File: src/rtl/burst_seq_pkg.sv
// Package: shared sizing and order encoding for the burst address sequencer.
// Assumes a power-of-two burst length addressed by the low address bits.
package burst_seq_pkg;

    // Order select value as seen on the active-low pin.
    typedef enum logic {
        ORD_LINEAR     = 1'b0,
        ORD_INTERLEAVE = 1'b1
    } burst_order_e;

    // Address for a given beat: sum or XOR of start and beat index.
    function automatic logic [1:0] beat_addr2(input logic [1:0] base,
                                              input logic [1:0] beat,
                                              input burst_order_e ord);
        beat_addr2 = (ord == ORD_LINEAR) ? 2'(base + beat) : (base ^ beat);
    endfunction

endpackage

File: src/rtl/burst_beat_ctr.sv
// Module: holds the captured burst start and the beat index.
// Load resets the beat index and wins over advance; clk_en low freezes both.
// Assumes the beat index wraps naturally at 2**ADDR_W beats.
module burst_beat_ctr #(
    parameter int ADDR_W = 2
) (
    input  logic              clk,
    input  logic              rst_n,
    input  logic              clk_en,
    input  logic              load,
    input  logic              advance,
    input  logic [ADDR_W-1:0] start_addr,
    output logic [ADDR_W-1:0] base_q,
    output logic [ADDR_W-1:0] beat_q
);
    localparam logic [ADDR_W-1:0] ONE = ADDR_W'(1);

    logic [ADDR_W-1:0] base_d;
    logic [ADDR_W-1:0] beat_d;

    // Next-state choice: enable gate, then load priority, then step.
    always_comb begin
        base_d = base_q;
        beat_d = beat_q;
        if (clk_en) begin
            if (load) begin
                base_d = start_addr;
                beat_d = '0;
            end else if (advance) begin
                beat_d = beat_q + ONE;
            end
        end
    end

    // State registers with synchronous active-low reset.
    always_ff @(posedge clk) begin
        if (!rst_n) begin
            base_q <= '0;
            beat_q <= '0;
        end else begin
            base_q <= base_d;
            beat_q <= beat_d;
        end
    end

    AST_FROZEN_WHEN_DISABLED: assert property (@(posedge clk) disable iff (!rst_n)
        !clk_en |=> ($stable(base_q) && $stable(beat_q)));
    AST_LOAD_CAPTURES: assert property (@(posedge clk) disable iff (!rst_n)
        (clk_en && load) |=> (beat_q == '0 && base_q == $past(start_addr)));
    AST_LOAD_BEATS_ADVANCE: assert property (@(posedge clk) disable iff (!rst_n)
        (clk_en && load && advance) |=> (beat_q == '0));
    AST_STEP_BY_ONE: assert property (@(posedge clk) disable iff (!rst_n)
        (clk_en && !load && advance) |=> (beat_q == $past(beat_q) + ONE && $stable(base_q)));
    AST_IDLE_HOLDS: assert property (@(posedge clk) disable iff (!rst_n)
        (clk_en && !load && !advance) |=> ($stable(beat_q) && $stable(base_q)));
endmodule

File: src/rtl/burst_order_map.sv
// Module: combinational map from (start, beat index) to the beat address.
// Linear order adds the index modulo 2**ADDR_W; interleaved order XORs it.
// Assumes order_sel is static during a burst; a change takes effect at once.
module burst_order_map
    import burst_seq_pkg::*;
#(
    parameter int ADDR_W = 2
) (
    input  logic              clk,
    input  logic              rst_n,
    input  logic [ADDR_W-1:0] base,
    input  logic [ADDR_W-1:0] beat,
    input  burst_order_e      order_sel,
    output logic [ADDR_W-1:0] addr
);
    logic [ADDR_W-1:0] lin_addr;
    logic [ADDR_W-1:0] ilv_addr;

    // Linear path: modular sum of start and beat index.
    always_comb lin_addr = base + beat;

    // Interleaved path: bitwise exclusive-OR per address bit.
    for (genvar b = 0; b < ADDR_W; b++) begin : g_ilv
        assign ilv_addr[b] = base[b] ^ beat[b];
    end

    // Output select by the burst order input.
    always_comb addr = (order_sel == ORD_LINEAR) ? lin_addr : ilv_addr;

    AST_FIRST_BEAT_IS_START: assert property (@(posedge clk) disable iff (!rst_n)
        (beat == '0) |-> (addr == base));
    AST_ILV_PAIRS: assert property (@(posedge clk) disable iff (!rst_n)
        (order_sel == ORD_INTERLEAVE) |-> ((addr ^ beat) == base));
    AST_LIN_OFFSET: assert property (@(posedge clk) disable iff (!rst_n)
        (order_sel == ORD_LINEAR) |-> (ADDR_W'(addr - base) == beat));
endmodule

File: src/rtl/burst_addr_seq.sv
// Module: top of the burst address sequencer.
// Joins the start/beat registers to the order map and presents the low
// address bits for the current beat. Assumes a four-beat burst (ADDR_W=2).
module burst_addr_seq
    import burst_seq_pkg::*;
#(
    parameter int ADDR_W = 2
) (
    input  logic              clk,
    input  logic              rst_n,
    input  logic              clk_en,
    input  logic              load,
    input  logic              advance,
    input  logic [ADDR_W-1:0] start_addr,
    input  logic              order_lin_n,
    output logic [ADDR_W-1:0] burst_addr
);
    localparam int BEATS = 1 << ADDR_W;

    logic [ADDR_W-1:0] base_q;
    logic [ADDR_W-1:0] beat_q;
    burst_order_e      order_sel;

    // Decode the active-low order pin into the order type.
    always_comb order_sel = order_lin_n ? ORD_INTERLEAVE : ORD_LINEAR;

    burst_beat_ctr #(.ADDR_W(ADDR_W)) u_ctr (
        .clk        (clk),
        .rst_n      (rst_n),
        .clk_en     (clk_en),
        .load       (load),
        .advance    (advance),
        .start_addr (start_addr),
        .base_q     (base_q),
        .beat_q     (beat_q)
    );

    burst_order_map #(.ADDR_W(ADDR_W)) u_map (
        .clk       (clk),
        .rst_n     (rst_n),
        .base      (base_q),
        .beat      (beat_q),
        .order_sel (order_sel),
        .addr      (burst_addr)
    );

    initial begin
        AST_BEATS_MIN: assert (BEATS >= 2);
    end

    AST_RESET_ZERO: assert property (@(posedge clk)
        !rst_n |=> (burst_addr == '0));
    AST_OUT_FROZEN: assert property (@(posedge clk) disable iff (!rst_n)
        (!clk_en && $stable(order_lin_n)) |=> $stable(burst_addr));
endmodule

File: config.mk
export PLATFORM = sky130hd
export DESIGN_NAME = burst_addr_seq
export DESIGN_NICKNAME = d
export VERILOG_FILES = /design/src/rtl/burst_seq_pkg.sv /design/src/rtl/burst_beat_ctr.sv /design/src/rtl/burst_order_map.sv /design/src/rtl/burst_addr_seq.sv
export SDC_FILE = /design/constraint.sdc
export NUM_CORES = 1
export LEC_CHECK = 0
export ABC_AREA = 1
export BUFFER_PORTS_ARGS = -buffer_cell sky130_fd_sc_hd__buf_4
export CAP_MARGIN = 20
export CORE_AREA = 2 2 39 41
export DETAILED_ROUTE_END_ITERATION = 8
export DIE_AREA = 0 0 41 43
export HOLD_SLACK_MARGIN = 0.03
export MAX_ROUTING_LAYER = met4
export PLACE_DENSITY_LB_ADDON = 0.05
export REMOVE_ABC_BUFFERS = 1
export SLEW_MARGIN = 20
export SYNTH_ARGS = -nofsm -noshare
export SYNTH_HDL_FRONTEND = slang
export SYNTH_SLANG_ARGS = --single-unit
File: constraint.sdc
create_clock -name clk -period 1.68 [get_ports clk]
set_input_delay 0.168 -clock clk [delete_from_list [all_inputs] [get_ports clk]]
set_output_delay 0.168 -clock clk [all_outputs]
set_load 0.05 [all_outputs]
After elaboration in Yosys (flattened, before gate mapping) --
Cells that the tools add are included.
Cells by class: add/sub/neg operators 2, multipliers 0, shift-type cells 0, div/mod/pow operators 0, bitwise gates (word level) 2, mux-type cells 4, order comparisons 0, reductions and logical operators 3, equality and inequality tests 0
Operators with widths (number):
- 2-bit 2-to-1 mux | 3
- 2-bit AND reduction | 2
- 2-bit by 1-bit adder with 2-bit output (second input constant) | 1
- 2-bit adder | 1
- 2-bit nonzero test | 1
- 1-bit XOR | 2
- 1-bit 2-to-1 mux | 1
Word-level totals: input bits 8, RAM bits 0, logic and storage cells 13, ROM bits 0, memories kept 0, output and inout port bits 2, latch bits 0, register bits 4

Longest topological paths before layout --
depth after elaboration 3, gate-level depth with buffers 6, gate-level depth less buffers 6

Modules after synthesis --
A second synthesis with hierarchy kept.
Unflattened totals: cell total of the unflattened synthesis 41, area, all modules 241.5 um^2
Modules (own cells, without submodules):
- burst_beat_ctr | seq. area each 80.1 um^2, cells each 26, times used 1, area each 173.9 um^2
- burst_order_map | seq. area each 0.0 um^2, cells each 15, times used 1, area each 67.6 um^2

Least setup slack after synthesis --
OpenSTA, ideal clock, no wires.
kind register -> output, from reg u_ctr.beat_q[0], to out burst_addr[1], data required time 1512 ps, cell stages (with the launch flop) 7, path slack 532 ps, path buffers 0, arrival 980 ps, path through dfxtp_1 > ha_1 > nand2_1 > inv_1 > nand2_1 > nand2_1 > inv_1
On the way: cells in the longest elaborated chain, start to end 2
RTL lines:
- start: declaration | line burst_beat_ctr.sv:14 | output logic [ADDR_W-1:0] beat_q
- start signal: assignment | line burst_beat_ctr.sv:42 | beat_q <= beat_d;
- 2-bit adder | line burst_order_map.sv:20 | always_comb lin_addr = base + beat;
- 2-bit 2-to-1 mux | line burst_order_map.sv:28 | always_comb addr = (order_sel == ORD_LINEAR) ? lin_addr : ilv_addr;
- end: declaration | line burst_addr_seq.sv:16 | output logic [ADDR_W-1:0] burst_addr
Every way passes these cells.

Worst setup path in the final report --
Ends and elaborated chain as after synthesis.

==> key figures <==
Synthesis
  – Top-area cell type share of the netlist area: 34.2%
  – Mapped Area: 234 um^2
  – EDFF count, synth: 0
  – Synth warn: 0
  – Cell taking the most area after synthesis: dfxtp_1
  – Post-synth top cells: nand2_1, inv_1, nor2_1, dfxtp_1, nand3_1
  – Avg Cell Area, Syn: 6.00 um^2
  – Cell with the most instances after synthesis: nand2_1
  – Ys async rst share: 0%
  – Distinct cells, synth: 10
  – Register area share after synthesis: 34.2%
  – Top post-synthesis cells by area: dfxtp_1, nand2_1, inv_1
  – Synthesized flop and latch total: 4
  – Synth Flop Type: dfxtp_1
  – Mapped Cells: 39

STA
  – Hold slack: 0.174 ns
  – Setup violators final: 0
  – Tmin final: 1.37 ns
  – Clock Skews: 0.0000129 ns
  – Final Hold Fails: 0
  – TNS Setup: 0 ns
  – Slew Limit Fails: 0
  – Worst-Margin Slew: 0.181 ns
  – Tcrit/Tclk final: 81.7%
  – Final worst slack: 0.307 ns
  – RSZ-0062 raised after global routing: false
  – Max Clk Rate: 728 MHz
  – Relative slew slack: 87.9%

Clock tree
  – # resized after CTS: 0
  – CTS root buffer: clkbuf_4
  – Reg clk slew, reported paths: 0.03 ns
  – Longest Clk Path Bufs: 2
  – Clock buffer count from CTS: 3
  – Buffer count from post-CTS setup fixing: 0
  – H-tree levels: 1
  – Clock sink count: 4
  – CTS tree: built
  – Cts hold-fix bufs: 0
  – Skew-Pair Late Insertion Delay: 0.23 ns

Floorplan
  – I/O pin count: 10
  – Initial Util: 16.9%
  – Rows: 14
  – Die X: 41 um
  – Die Y: 43 um
  – Core ar.: 0.00138 mm^2
  – Die footprint: 0.00176 mm^2

Pwr
  – Worst vdd ir: 0.228 mV
  – Leak pwr: 0.196 nW
  – Pwr dens: 829 mW/mm^2
  – Total power: 285 uW

Critical path
  – Critical Path Sink Type: output pin
  – Crit-path slowest cell: dfxtp_1
  – Worst-case reg-to-reg path depth: 3
  – R2R Setup Slk: 0.94 ns
  – Most Frequent Cell on Critical Path: nand2_1
  – Reg-to-reg critical path endpoint: u_ctr.beat_q[1]$_SDFFE_PN0P_
  – Startpoint types: flop
  – Critical R2R Launch: u_ctr.beat_q[0]$_SDFFE_PN0P_
  – Worst-path cell chain: ha_1 > nand2_1 > nand3_1 > nand2_1 > inv_1 > buf_4
  – Critical Path RT: 1.51 ns
  – WP data arrival: 1.20 ns
  – Crit path largest cell delay: 0.38 ns
  – Crit path kind: flop to output pin
  – Largest fanout on the critical path: 4

Run status
  – Status: finished, final reports clean

Worst hold path
  – Worst Hold Class: input pin to flop
  – Hold Path Stages: 3
  – Hold path start: start_addr[0]
  – End of the worst hold path: u_ctr.base_q[0]$_SDFFE_PN0P_

Detailed routing
  – Remaining DRCs: 0
  – Iter 0 DRT Violations: 3
  – Vias after detailed routing: 266
  – Final WL: 524 um
  – Post-DR wirelength/cell: 7.82 um
  – Vias per inst: 3.97
  – Post-route ant nets: 0
  – Pre-antenna DRT Iters: 2

Placement
  – Cell Area, Placed: 322 um^2
  – Routability congestion estimate: 0.606
  – Worst slack at placement: 0.543 ns
  – Port Buffer Count: 9
  – Placed cells: 64

Final layout
  – Net count reported at finish: 62
  – Layout cell share with drive strength beyond 1: 27.5%
  – Final Cell Area: 344 um^2
  – Post-Layout Cell Count: 67
  – Area grow syn2layout: 47.1%
  – Final core occ: 24.9%
  – Fill cell count: 158
  – ANT cells: 0

Global route
  – Initial antenna violation count: 0
  – First-pass GRT wire length: 855 um
  – Vias in the first global route: 241
  – Pin count of the biggest net entering global routing: 6
  – Grt ovf: 0
  – GRT Overall Usage: 8.11%

Flow run
  – Max-Cap Viols: 0
## cells in the final DEF, fill, tap and decap left out
master | Yosys | routed
nor2_1 | 7 | 7
ha_1 | 1 | 1
o21ai_1 | 2 | 2
clkbuf_4 | 0 | 3
nand3_1 | 4 | 4
dfxtp_1 | 4 | 4
clkinv_2 | 1 | 1
a21oi_1 | 2 | 2
inv_1 | 7 | 7
nand2_1 | 10 | 10
buf_4 | 0 | 9
nand2_2 | 1 | 1
## cell type report
class	count	area (um^2)	area share [%]
multi-input combinational	27	123	35.6
sequential	4	80.1	23.3
timing repair buffer	9	67.6	19.6
inverter	8	31.3	9.09
clock buffer	3	22.5	6.55
tap	16	20.0	5.82
## sequential cells by signal, summed over array words and instances (netlist names)
register,cells
u_ctr.base_q,2
u_ctr.beat_q,2
## where the power goes
part / internal (mW) / leakage, nW / switching (mW)
registers: 0.101 / 0.0328 / 0.00427
clock network: 0.0796 / 0.0138 / 0.0353
logic: 0.0268 / 0.149 / 0.0385
## per-layer routing
metal,track usage [%],routed length (um),vias up
li1,-,-,144
met1,6.07,214,114
met2,12.2,265,8
met3,6.28,44,0
met4,6.00,0,0
met5,-,0,-
## critical path: cells and delay by family (launching register included)
family        cells  cell delay [ns]
flops             1             0.38
buf+inv           2             0.22
simple gates      3             0.19
fa+ha+maj         1             0.17
## logic make-up (layout without fill, tap and decap cells)
logic type,count (synthesis),count (layout),share of synthesized area [%]
AND/OR/NAND/NOR,22,22,38.5
buffers and inverters,8,20,13.4
AO/OA/AOI/OAI,4,4,8.56
flip-flops,4,4,34.2
adder cells (fa/ha/maj),1,1,5.35
## how the worst max path moves through the flow
stage / slack (ns) / startpoint / endpoint / cells after the start
2_1_floorplan: 0.53 / u_ctr.beat_q[0]$_SDFFE_PN0P_ / burst_addr[1] / 6
3_3_place_gp: 0.57 / u_ctr.beat_q[0]$_SDFFE_PN0P_ / burst_addr[1] / 6
3_5_place_dp: 0.54 / u_ctr.beat_q[0]$_SDFFE_PN0P_ / burst_addr[1] / 7
4_1_cts: 0.28 / u_ctr.beat_q[0]$_SDFFE_PN0P_ / burst_addr[1] / 6
5_1_grt: 0.20 / u_ctr.beat_q[0]$_SDFFE_PN0P_ / burst_addr[1] / 7
6_report: 0.31 / u_ctr.beat_q[0]$_SDFFE_PN0P_ / burst_addr[1] / 6
Power figures use the tool's default switching activity.
